===== src/rtl/rd_dly_trainer.sv =====
module rd_dly_trainer #(
  parameter int          LANES      = 16,
  parameter int          CODE_W     = 5,
  parameter int          POLL_LIMIT = 256,
  parameter logic [31:0] TEST_ADDR  = 32'h0010_0000,
  parameter logic [31:0] TEST_LEN   = 32'h0000_8000,
  parameter logic [15:0] PAT_A      = 16'hFFFF,
  parameter logic [15:0] PAT_B      = 16'hA55A
) (
  input  logic               clk,
  input  logic               rst_n,
  input  logic               start,
  input  logic               bist_done,
  input  logic               bist_fail,
  output logic               bist_ctrl_we,
  output logic [31:0]        bist_ctrl_data,
  output logic               bist_range_we,
  output logic [31:0]        bist_range_data,
  output logic [LANES*8-1:0] dly_lanes,
  output logic [31:0]        dly_strobe,
  output logic               done,
  output logic               ok
);

  localparam int POLL_W = $clog2(POLL_LIMIT);
  localparam logic [CODE_W-1:0] CODE_MAX = '1;
  localparam logic [POLL_W-1:0] POLL_LAST = POLL_W'(POLL_LIMIT - 1);
  localparam logic [31:0] RANGE_WORD = ((TEST_ADDR << 8) & 32'hFFFF_0000) | ((TEST_LEN >> 8) - 32'd1);

  typedef enum logic [2:0] {S_IDLE, S_SET, S_CLR, S_RNG, S_GO, S_POLL, S_EVAL, S_MID} st_t;

  st_t               state;
  logic              strobe_ph, found, bad, pat_sel;
  logic [1:0]        run;
  logic [POLL_W-1:0] polls;
  logic [CODE_W-1:0] code, lo, hi, lane_code, strb_code, mid;
  logic              last_run;

  assign last_run = (run == 2'd3) && pat_sel;
  assign mid      = CODE_W'(({1'b0, lo} + {1'b0, hi}) >> 1);

  always_ff @(posedge clk or negedge rst_n) begin
    if (!rst_n) begin
      state     <= S_IDLE;
      strobe_ph <= 1'b0;
      found     <= 1'b0;
      bad       <= 1'b0;
      pat_sel   <= 1'b0;
      run       <= '0;
      polls     <= '0;
      code      <= '0;
      lo        <= '0;
      hi        <= '0;
      lane_code <= '0;
      strb_code <= '0;
      done      <= 1'b0;
      ok        <= 1'b0;
    end else begin
      case (state)
        S_IDLE: if (start) begin
          done      <= 1'b0;
          ok        <= 1'b0;
          strobe_ph <= 1'b0;
          found     <= 1'b0;
          code      <= '0;
          lane_code <= '0;
          strb_code <= '0;
          state     <= S_SET;
        end
        S_SET: begin
          if (strobe_ph) strb_code <= code;
          else           lane_code <= code;
          pat_sel <= 1'b0;
          run     <= '0;
          bad     <= 1'b0;
          state   <= S_CLR;
        end
        S_CLR: state <= S_RNG;
        S_RNG: state <= S_GO;
        S_GO: begin
          polls <= '0;
          state <= S_POLL;
        end
        S_POLL: begin
          if (bist_done && bist_fail) begin
            bad   <= 1'b1;
            state <= S_EVAL;
          end else if (bist_done || polls == POLL_LAST) begin
            if (last_run) state <= S_EVAL;
            else begin
              if (run == 2'd3) pat_sel <= 1'b1;
              run   <= run + 2'd1;
              state <= S_CLR;
            end
          end else begin
            polls <= polls + 1'b1;
          end
        end
        S_EVAL: begin
          if (!strobe_ph) begin
            if (!bad) begin
              if (!found) lo <= code;
              hi    <= code;
              found <= 1'b1;
            end
            if (code == CODE_MAX) state <= S_MID;
            else begin
              code  <= code + 1'b1;
              state <= S_SET;
            end
          end else if (!bad) begin
            ok    <= 1'b1;
            done  <= 1'b1;
            state <= S_IDLE;
          end else if (code == CODE_MAX) begin
            strb_code <= '0;
            done      <= 1'b1;
            state     <= S_IDLE;
          end else begin
            code  <= code + 1'b1;
            state <= S_SET;
          end
        end
        S_MID: begin
          if (found) begin
            lane_code <= mid;
            ok        <= 1'b1;
            done      <= 1'b1;
            state     <= S_IDLE;
          end else begin
            strobe_ph <= 1'b1;
            code      <= CODE_W'(1);
            lane_code <= '0;
            state     <= S_SET;
          end
        end
        default: state <= S_IDLE;
      endcase
    end
  end

  assign bist_ctrl_we    = (state == S_CLR) || (state == S_GO);
  assign bist_ctrl_data  = (state == S_GO) ? {(pat_sel ? PAT_B : PAT_A), 13'd0, run[1], run[0], 1'b1} : 32'd0;
  assign bist_range_we   = (state == S_RNG);
  assign bist_range_data = bist_range_we ? RANGE_WORD : 32'd0;
  assign dly_strobe      = {8'(strb_code), 8'(strb_code), 16'd0};

  for (genvar g = 0; g < LANES; g++) begin : g_lane
    assign dly_lanes[8*g +: 8] = 8'(lane_code);
  end

endmodule


===== config.mk =====
export PLATFORM = sky130hd
export DESIGN_NAME = rd_dly_trainer
export DESIGN_NICKNAME = d
export VERILOG_FILES = /design/src/rtl/rd_dly_trainer.sv
export SDC_FILE = /design/constraint.sdc
export NUM_CORES = 1
export LEC_CHECK = 0
export BUFFER_PORTS_ARGS = -buffer_cell sky130_fd_sc_hd__buf_2
export CORE_MARGIN = 2
export CORE_UTILIZATION = 30
export CTS_CLUSTER_SIZE = 24
export DETAILED_ROUTE_END_ITERATION = 10
export GPL_ROUTABILITY_DRIVEN = 0
export REMOVE_ABC_BUFFERS = 1
export SYNTH_ARGS = -nofsm -noshare
export SYNTH_HDL_FRONTEND = slang
export SYNTH_SLANG_ARGS = --single-unit

===== constraint.sdc =====
create_clock -name clk -period 2.4 [get_ports clk]
set_input_delay 0.12 -clock clk [delete_from_list [all_inputs] [get_ports clk]]
set_output_delay 0.12 -clock clk [all_outputs]
set_load 0.01 [all_outputs]

==> results of run 1 <==
power breakdown:
| group | leakage (nW) | switching (mW) | internal (mW) |
|---|---|---|---|
| Sequential | 0.599 | 0.227 | 0.888 |
| Combinational | 1.65 | 0.993 | 0.678 |
| Clock | 0.0702 | 0.301 | 0.388 |
final cells by class:
class / count / area [sq um] / area share (%)
Multi-Input combinational cell: 284 / 1670 / 43.2
Sequential cell: 44 / 1100 / 28.4
Timing Repair Buffer: 131 / 671 / 17.3
Tap cell: 176 / 220 / 5.68
Clock buffer: 5 / 125 / 3.23
Inverter: 17 / 63.8 / 1.65
Clock inverter: 3 / 21.3 / 0.549
per-layer routing:
layer | up-vias | part of all wire (%)
met5 | - | 0
met4 | 0 | 1.2
met3 | 6 | 7.9
met2 | 152 | 47
met1 | 1222 | 44
li1 | 1269 | -
Yosys cell counts (all sizes together) (3+ instances only):
cell,instances
o21a,3
mux2,11
nor2b,5
nor2,14
ha,8
a221o,3
mux2i,5
nand3,4
a31oi,3
nor3,5
a21oi,17
xnor2,3
and3,7
o31ai,3
inv,17
nand4,6
a21o,3
nand2,21
dfrtp,44
o21ai,16
buf,218
and2,4
sequential cells by signal, summed over array words and instances, names as in the netlist:
register	cells
pat_sel	1
hi	5
ok	1
lo	5
strobe_ph	1
polls	8
found	1
bad	1
strb_code	5
done	1
code	5
lane_code	5
state	3
run	2
kinds of logic after synthesis:
family | after synthesis
adders and majority gates | 9
xor gates and xnor gates | 4
buffers and inverters | 237
other | 1
muxes | 16
AOI/OAI and AO/OA | 66
and+or+nand+nor | 82
DFF | 44
stage by stage:
stage	utilization, %	cells	setup slack (ns)	total power [mW]
finish	29.3	660	0.280	3.48
global route	29.3	660	0.0508	3.74
detailed placement	28.2	652	0.450	2.81
CTS	29.3	660	0.273	3.51
global placement	28.2	652	0.474	2.81
floorplan	-	345	0.0484	2.16
final timing paths:
| check | from | endpoint | cells after the start |
|---|---|---|---|
| max | state[0] | bist_ctrl_data[18] | 5 |
| min | rst_n | polls[6] | 1 |
| max reg2reg | code[0] | code[0] | 6 |
| min reg2reg | lo[2] | lo[2] | 1 |
| max in group asynchronous | rst_n | done | 1 |
| min in group clk | bist_fail | bad | 3 |
==> results by group, run 1 <==
Status
  • Status: finished, violations left
  • Failing checks: hold timing

Yosys
  • Synth top area cells: buf_4, dfrtp_1, mux2_1
  • Synth warn: 0
  • Mux cell area share after synthesis: under 10%
  • Register bit count reported by yosys: 44
  • Post-Synth Simple-Gate Area: 12.2%
  • Syn Inst Count: 459
  • Post-synthesis adder-cell area fraction: 2.94%
  • Largest family of logic cells by synthesized area: buffers and inverters
  • Post-synthesis xor/xnor area fraction: less than 1%
  • Synth area leader: buf_4
  • Cell area after synthesis: between 0.004 and 0.005 sq mm
  • Top cell type's share of synthesized area: around 39%
  • Distinct cells, synth: 68
  • Synth Flop Type: dfrtp_1
  • Post-synth EDFFs: 0
  • Seq/Total Area, Yosys: 27.0%
  • Syn avg cell area: 8.89 sq um
  • Async S/R FF share, synth: 100%
  • Synth Area in Compound Gates: 10.9%

Die
  • Core Footprint: 0.0132 sq mm
  • Die Ht: 121 um
  • Chip width: 121 um
  • Row count: 42
  • I/O pins: 233
  • Initial Util: 30.8%
  • DIE AREA: 0.0146 sq mm

Placed design
  • Hpwl dp: 5.61 mm
  • Placed cell areas: 0.00373 sq mm
  • Port-buffer cells: 125

GRT
  • GR Util All Layers: a little under a tenth
  • GR Util met2: 14.8%
  • Grt peak-use layer: met2
  • Largest net degree at the start of global routing: 45
  • Initial antenna violation count: 0
  • GRT met1 Usage: 12.4%
  • First-pass GRT wire length: 10.7 mm
  • Vias in the first global route: 2079
  • Met3 track utilization from global routing: 1.93%
  • GRT Residual Overflow: 0

CTS
  • Root buf cell: clkbuf_16
  • Clock-pin slew on the worst setup and hold paths: 0.07 ns
  • # resized after CTS: 0
  • TritonCTS clock tree: yes
  • Clock sink count: 44
  • Clock Latency Late Sink: approximately 0.29 ns
  • Hold buffer count at CTS: 0
  • Clock buffer depth: 2
  • CTS buffer count: 5
  • # H-tree levels: 2
  • Setup bufs post-CTS: 0

Drt
  • Drt first pass iters: 4
  • Total wire length: 7.24 mm
  • Via count: ~2.6k
  • ANT nets after route: 0
  • First DRT Iteration DRCs: 69
  • Vias per Instance: 4.01
  • DRC: 0
  • WL/cell: 11.0 um

Critical path
  • Slowest-stage cell, CP: dfrtp_1
  • Reg2reg setup slack: between 0.4 and 0.5 ns
  • Worst-path cell chain: buf_4, inv_2, nand2_1, nor2_1, buf_2
  • Worst Setup End Kind: primary output
  • Crit path required time: 2.28 ns
  • CP max stage delay: around 0.51 ns
  • Startpoint types: flip-flop
  • Crit path buf inv count: 3
  • Top cell family by delay on the critical path: buffers and inverters
  • Worst-path maximum fanout: 12
  • Kind of critical path: reg -> out
  • CP arrival: roughly 2 ns

Finish
  • Post-route cell area: 0.00388 sq mm
  • Commonest non-fill, non-tap cells in the layout: buf_2, conb_1, dfrtp_1
  • Layout cell share with drive strength beyond 1: 32.0%
  • Syn-to-layout area delta: -5.03%
  • Net count, final: 497
  • Commonest non-fill, non-tap cell in the layout: buf_2
  • Filler Cells Inserted: about 1.4k
  • ANT cells: 0

Timing
  • Max Freq: 0.472 GHz
  • Period Utilization, post-route: roughly nine tenths
  • Final setup viols: 0
  • Max Slew Vio Count: 0
  • Fin. Hold Viols: 6
  • Final hold slack: -0.00827 ns
  • Clk_skew: about 0.0076 ns
  • Setup tns final: 0 ns
  • RSZ-0062 raised after global routing: false
  • Rel. slew slack: 33.7%
  • Worst-Margin Slew: 0.994 ns
  • Final worst path period need: roughly 2.1 ns

Power
  • LEAKAGE: between 2 and 2.5 nW
  • Power per cell area: 897 mW/mm^2
  • Maximum resistive drop on vdd: 0.444 mV

Hold path
  • Hold Crit Class: in -> async

Job
  • Max_cap viols: 0
(Power assumes the default switching activity.)
==> inputs of run 2 (changes only) <==
--- a/config.mk
+++ b/config.mk
@@ -7,7 +7,7 @@
 export LEC_CHECK = 0
 export BUFFER_PORTS_ARGS = -buffer_cell sky130_fd_sc_hd__buf_2
 export CORE_MARGIN = 2
-export CORE_UTILIZATION = 30
+export CORE_UTILIZATION = 25
 export CTS_CLUSTER_SIZE = 24
 export DETAILED_ROUTE_END_ITERATION = 10
 export GPL_ROUTABILITY_DRIVEN = 0
==> run 2 against run 1 <==
  * Flip-flop and latch count is the same
  * Register-to-register slack worse by 0.12 ns
  * The flow still finishes with violations (hold timing)
  * Sequential power hardly changed
  * Die area increased by 19%
  * Fmax decreased by 3.7%
  * Utilization fell by 4.7 points
==> results by group, run 2 (same netlist as run 1, synthesis figures left out) <==
Drt
  • Drt first pass iters: 4 (unchanged)
  • WL/cell: 10.6 um (-3.4%)
  • Total wire length: 7.41 mm (+2.3%)
  • DRC: 0 (unchanged)
  • ANT nets after route: 0 (unchanged)
  • Vias per Instance: 3.82 (-4.9%)
  • Via count: 2669 (+0.76%)
  • First DRT Iteration DRCs: 118 (+71%)

GRT
  • Initial antenna violation count: 0 (unchanged)
  • GRT Residual Overflow: 0 (unchanged)
  • First-pass GRT wire length: 11.1 mm (+3.7%)
  • GR Util All Layers: 7.67% (-1.6 points)
  • Largest net degree at the start of global routing: 45 (unchanged)
  • Vias in the first global route: 2147 (+3.3%)

Die
  • Row count: 46 (+9.5%)
  • Die Ht: 132 um (+9.2%)
  • Core Footprint: 0.0159 sq mm (+20%)
  • Chip width: 132 um (+9.2%)
  • DIE AREA: 0.0174 sq mm (+19%)
  • Initial Util: 25.6% (-5.2 points)
  • I/O pins: 233 (unchanged)

Timing
  • Final hold slack: -0.000696 ns (+0.00757 ns)
  • Period Utilization, post-route: 91.7% (+3.4 points)
  • Fin. Hold Viols: 3 (-3)
  • Clk_skew: 0.00438 ns (-0.00318 ns)
  • Setup tns final: 0 ns (unchanged)
  • Final setup margin: 0.199 ns (-0.0808 ns)
  • Final setup viols: 0 (unchanged)
  • Max Freq: 0.454 GHz (-3.7%)
  • RSZ-0062 raised after global routing: false
  • Max Slew Vio Count: 0 (unchanged)
  • Rel. slew slack: 34.4% (+0.65 points)
  • Worst-Margin Slew: 0.984 ns (-0.00971 ns)
  • Final worst path period need: 2.20 ns (+0.0808 ns)

CTS
  • CTS buffer count: 5 (unchanged)
  • Setup bufs post-CTS: 0 (unchanged)
  • Clock buffer depth: 2 (unchanged)
  • # resized after CTS: 0 (unchanged)
  • # H-tree levels: 2 (unchanged)
  • TritonCTS clock tree: yes
  • Clock-pin slew on the worst setup and hold paths: 0.06 ns (about the same)
  • Hold buffer count at CTS: 0 (unchanged)
  • Clock Latency Late Sink: 0.28 ns (about the same)
  • Root buf cell: clkbuf_16
  • Clock sink count: 44 (unchanged)

Placed design
  • Place WS: 0.402 ns (-0.0482 ns)
  • Placed cell areas: 0.00378 sq mm (+1.3%)
  • Hpwl dp: 5.74 mm (+2.3%)
  • Cells after DPL: 692 (+6.1%)
  • Port-buffer cells: 125 (unchanged)

Power
  • Sequential share of power: 32.6% (+0.5 points)
  • Combinational power share: 48.2% (about the same)
  • Maximum resistive drop on vdd: 0.405 mV (-8.9%)
  • Sw Share: 43.8% (about the same)
  • Clk pwr share: 19.2% (-0.6 points)
  • LEAKAGE: 2.32 nW (-0.22%)
  • Power per cell area: 886 mW/mm^2 (-1.2%)
  • Switching pwr: 1.52 mW (-0.11%)
  • Cell internal pwr: 1.95 mW (-0.10%)

Finish
  • Net count, final: 497 (unchanged)
  • Area of the multi-input gates: 0.00167 sq mm (unchanged)
  • Final non-filler cell total: 699 (+5.9%)
  • Largest Register: polls
  • Max reg flops: 8 (unchanged)
  • Post-route cell area: 0.00392 sq mm (+1.1%)
  • Syn-to-layout area delta: -4.02%
  • Commonest non-fill, non-tap cell in the layout: buf_2
  • Sequential cell area: 0.00110 sq mm (unchanged)
  • ANT cells: 0 (unchanged)
  • Layout cell share with drive strength beyond 1: 31.9% (-0.14 points)
  • Filler Cells Inserted: 1737 (+21%)
  • Commonest non-fill, non-tap cells in the layout: buf_2, conb_1, dfrtp_1

Critical path
  • Reg2reg setup slack: 0.34 ns (-0.12 ns)
  • Critical R2R Launch: code[0]
  • Worst-path maximum fanout: 13 (+1)
  • Startpoint types: flip-flop
  • Worst Reg-to-Reg Cells: 6 (unchanged)
  • Worst-path cell chain: buf_4, inv_2, nand2_1, nor2_1, buf_2
  • CP arrival: 2.08 ns (+0.08 ns)
  • Kind of critical path: reg -> out
  • Crit path buf inv count: 3 (unchanged)
  • Worst Setup End Kind: primary output
  • Top cell family by delay on the critical path: buffers and inverters
  • Slowest-stage cell, CP: dfrtp_1
  • Crit path required time: 2.28 ns (about the same)
  • Levels on crit path: 5 (unchanged)
  • R2R Path End: code[0]
  • CP max stage delay: 0.55 ns (+0.04 ns)

Hold path
  • Hold Crit Class: in -> async

Job
  • Max_cap viols: 0 (unchanged)

Status
  • Status: finished, violations left
  • Failing checks: hold timing
-- run 2: cell count changes in the layout (fill, tap and decap cells not counted) --
cell and delta:
inv_6 -1
-- run 2: worst max-delay path by stage --
| stage | from | endpoint | slack, ns |
|---|---|---|---|
| after detailed placement | code[0] | code[0] | 0.40 |
| after global routing | state[0] | bist_ctrl_data[28] | 0.02 |
| after CTS | state[0] | bist_ctrl_data[16] | 0.18 |
| after floorplan | state[2] | bist_ctrl_data[16] | 0.05 |
| after global placement | code[0] | code[0] | 0.48 |
| final | state[0] | bist_ctrl_data[28] | 0.20 |
-- run 2: layer usage --
metal	wire length, um	global-route usage [%]	part of all wire, %	up-vias
li1	-	-	-	1261
met1	3200	10.2	43	1251
met2	3610	13.2	49	153
met3	578	1.31	7.8	4
met4	29	1.45	0.39	0
met5	0	0	0	-
-- run 2: through the flow --
stage | utilization (%) | total power [mW]
after global placement | 23.7 | 2.81
after floorplan | - | 2.16
after global routing | 24.6 | 3.72
after CTS | 24.6 | 3.50
final | 24.6 | 3.47
after detailed placement | 23.7 | 2.82
-- run 2: layout make-up --
type / instances / area share, %
clock buffers: 5 / 3.19
clock inverters: 2 / 0.319
inverters: 17 / 1.63
multi-input cells: 284 / 42.7
flip-flops and latches: 44 / 28.1
well taps: 216 / 6.90
repair buffers: 131 / 17.1
-- run 2: power groups by stage --
stage	Sequential, mW	Combinational [mW]	Clock, mW
3_5_place_dp	1.15	1.68	0
6_report	1.13	1.67	0.666
2_1_floorplan	1.22	0.936	0
3_3_place_gp	1.14	1.67	0
5_1_grt	1.17	1.84	0.709
4_1_cts	1.13	1.68	0.682
-- run 2: worst reg2reg max path: stages, from the launching register on --
cell     delay [ns]
dfrtp_1        0.51
ha_1           0.25
and3_1         0.16
ha_1           0.30
a21oi_1        0.16
a21oi_4        0.22
mux2_1         0.34
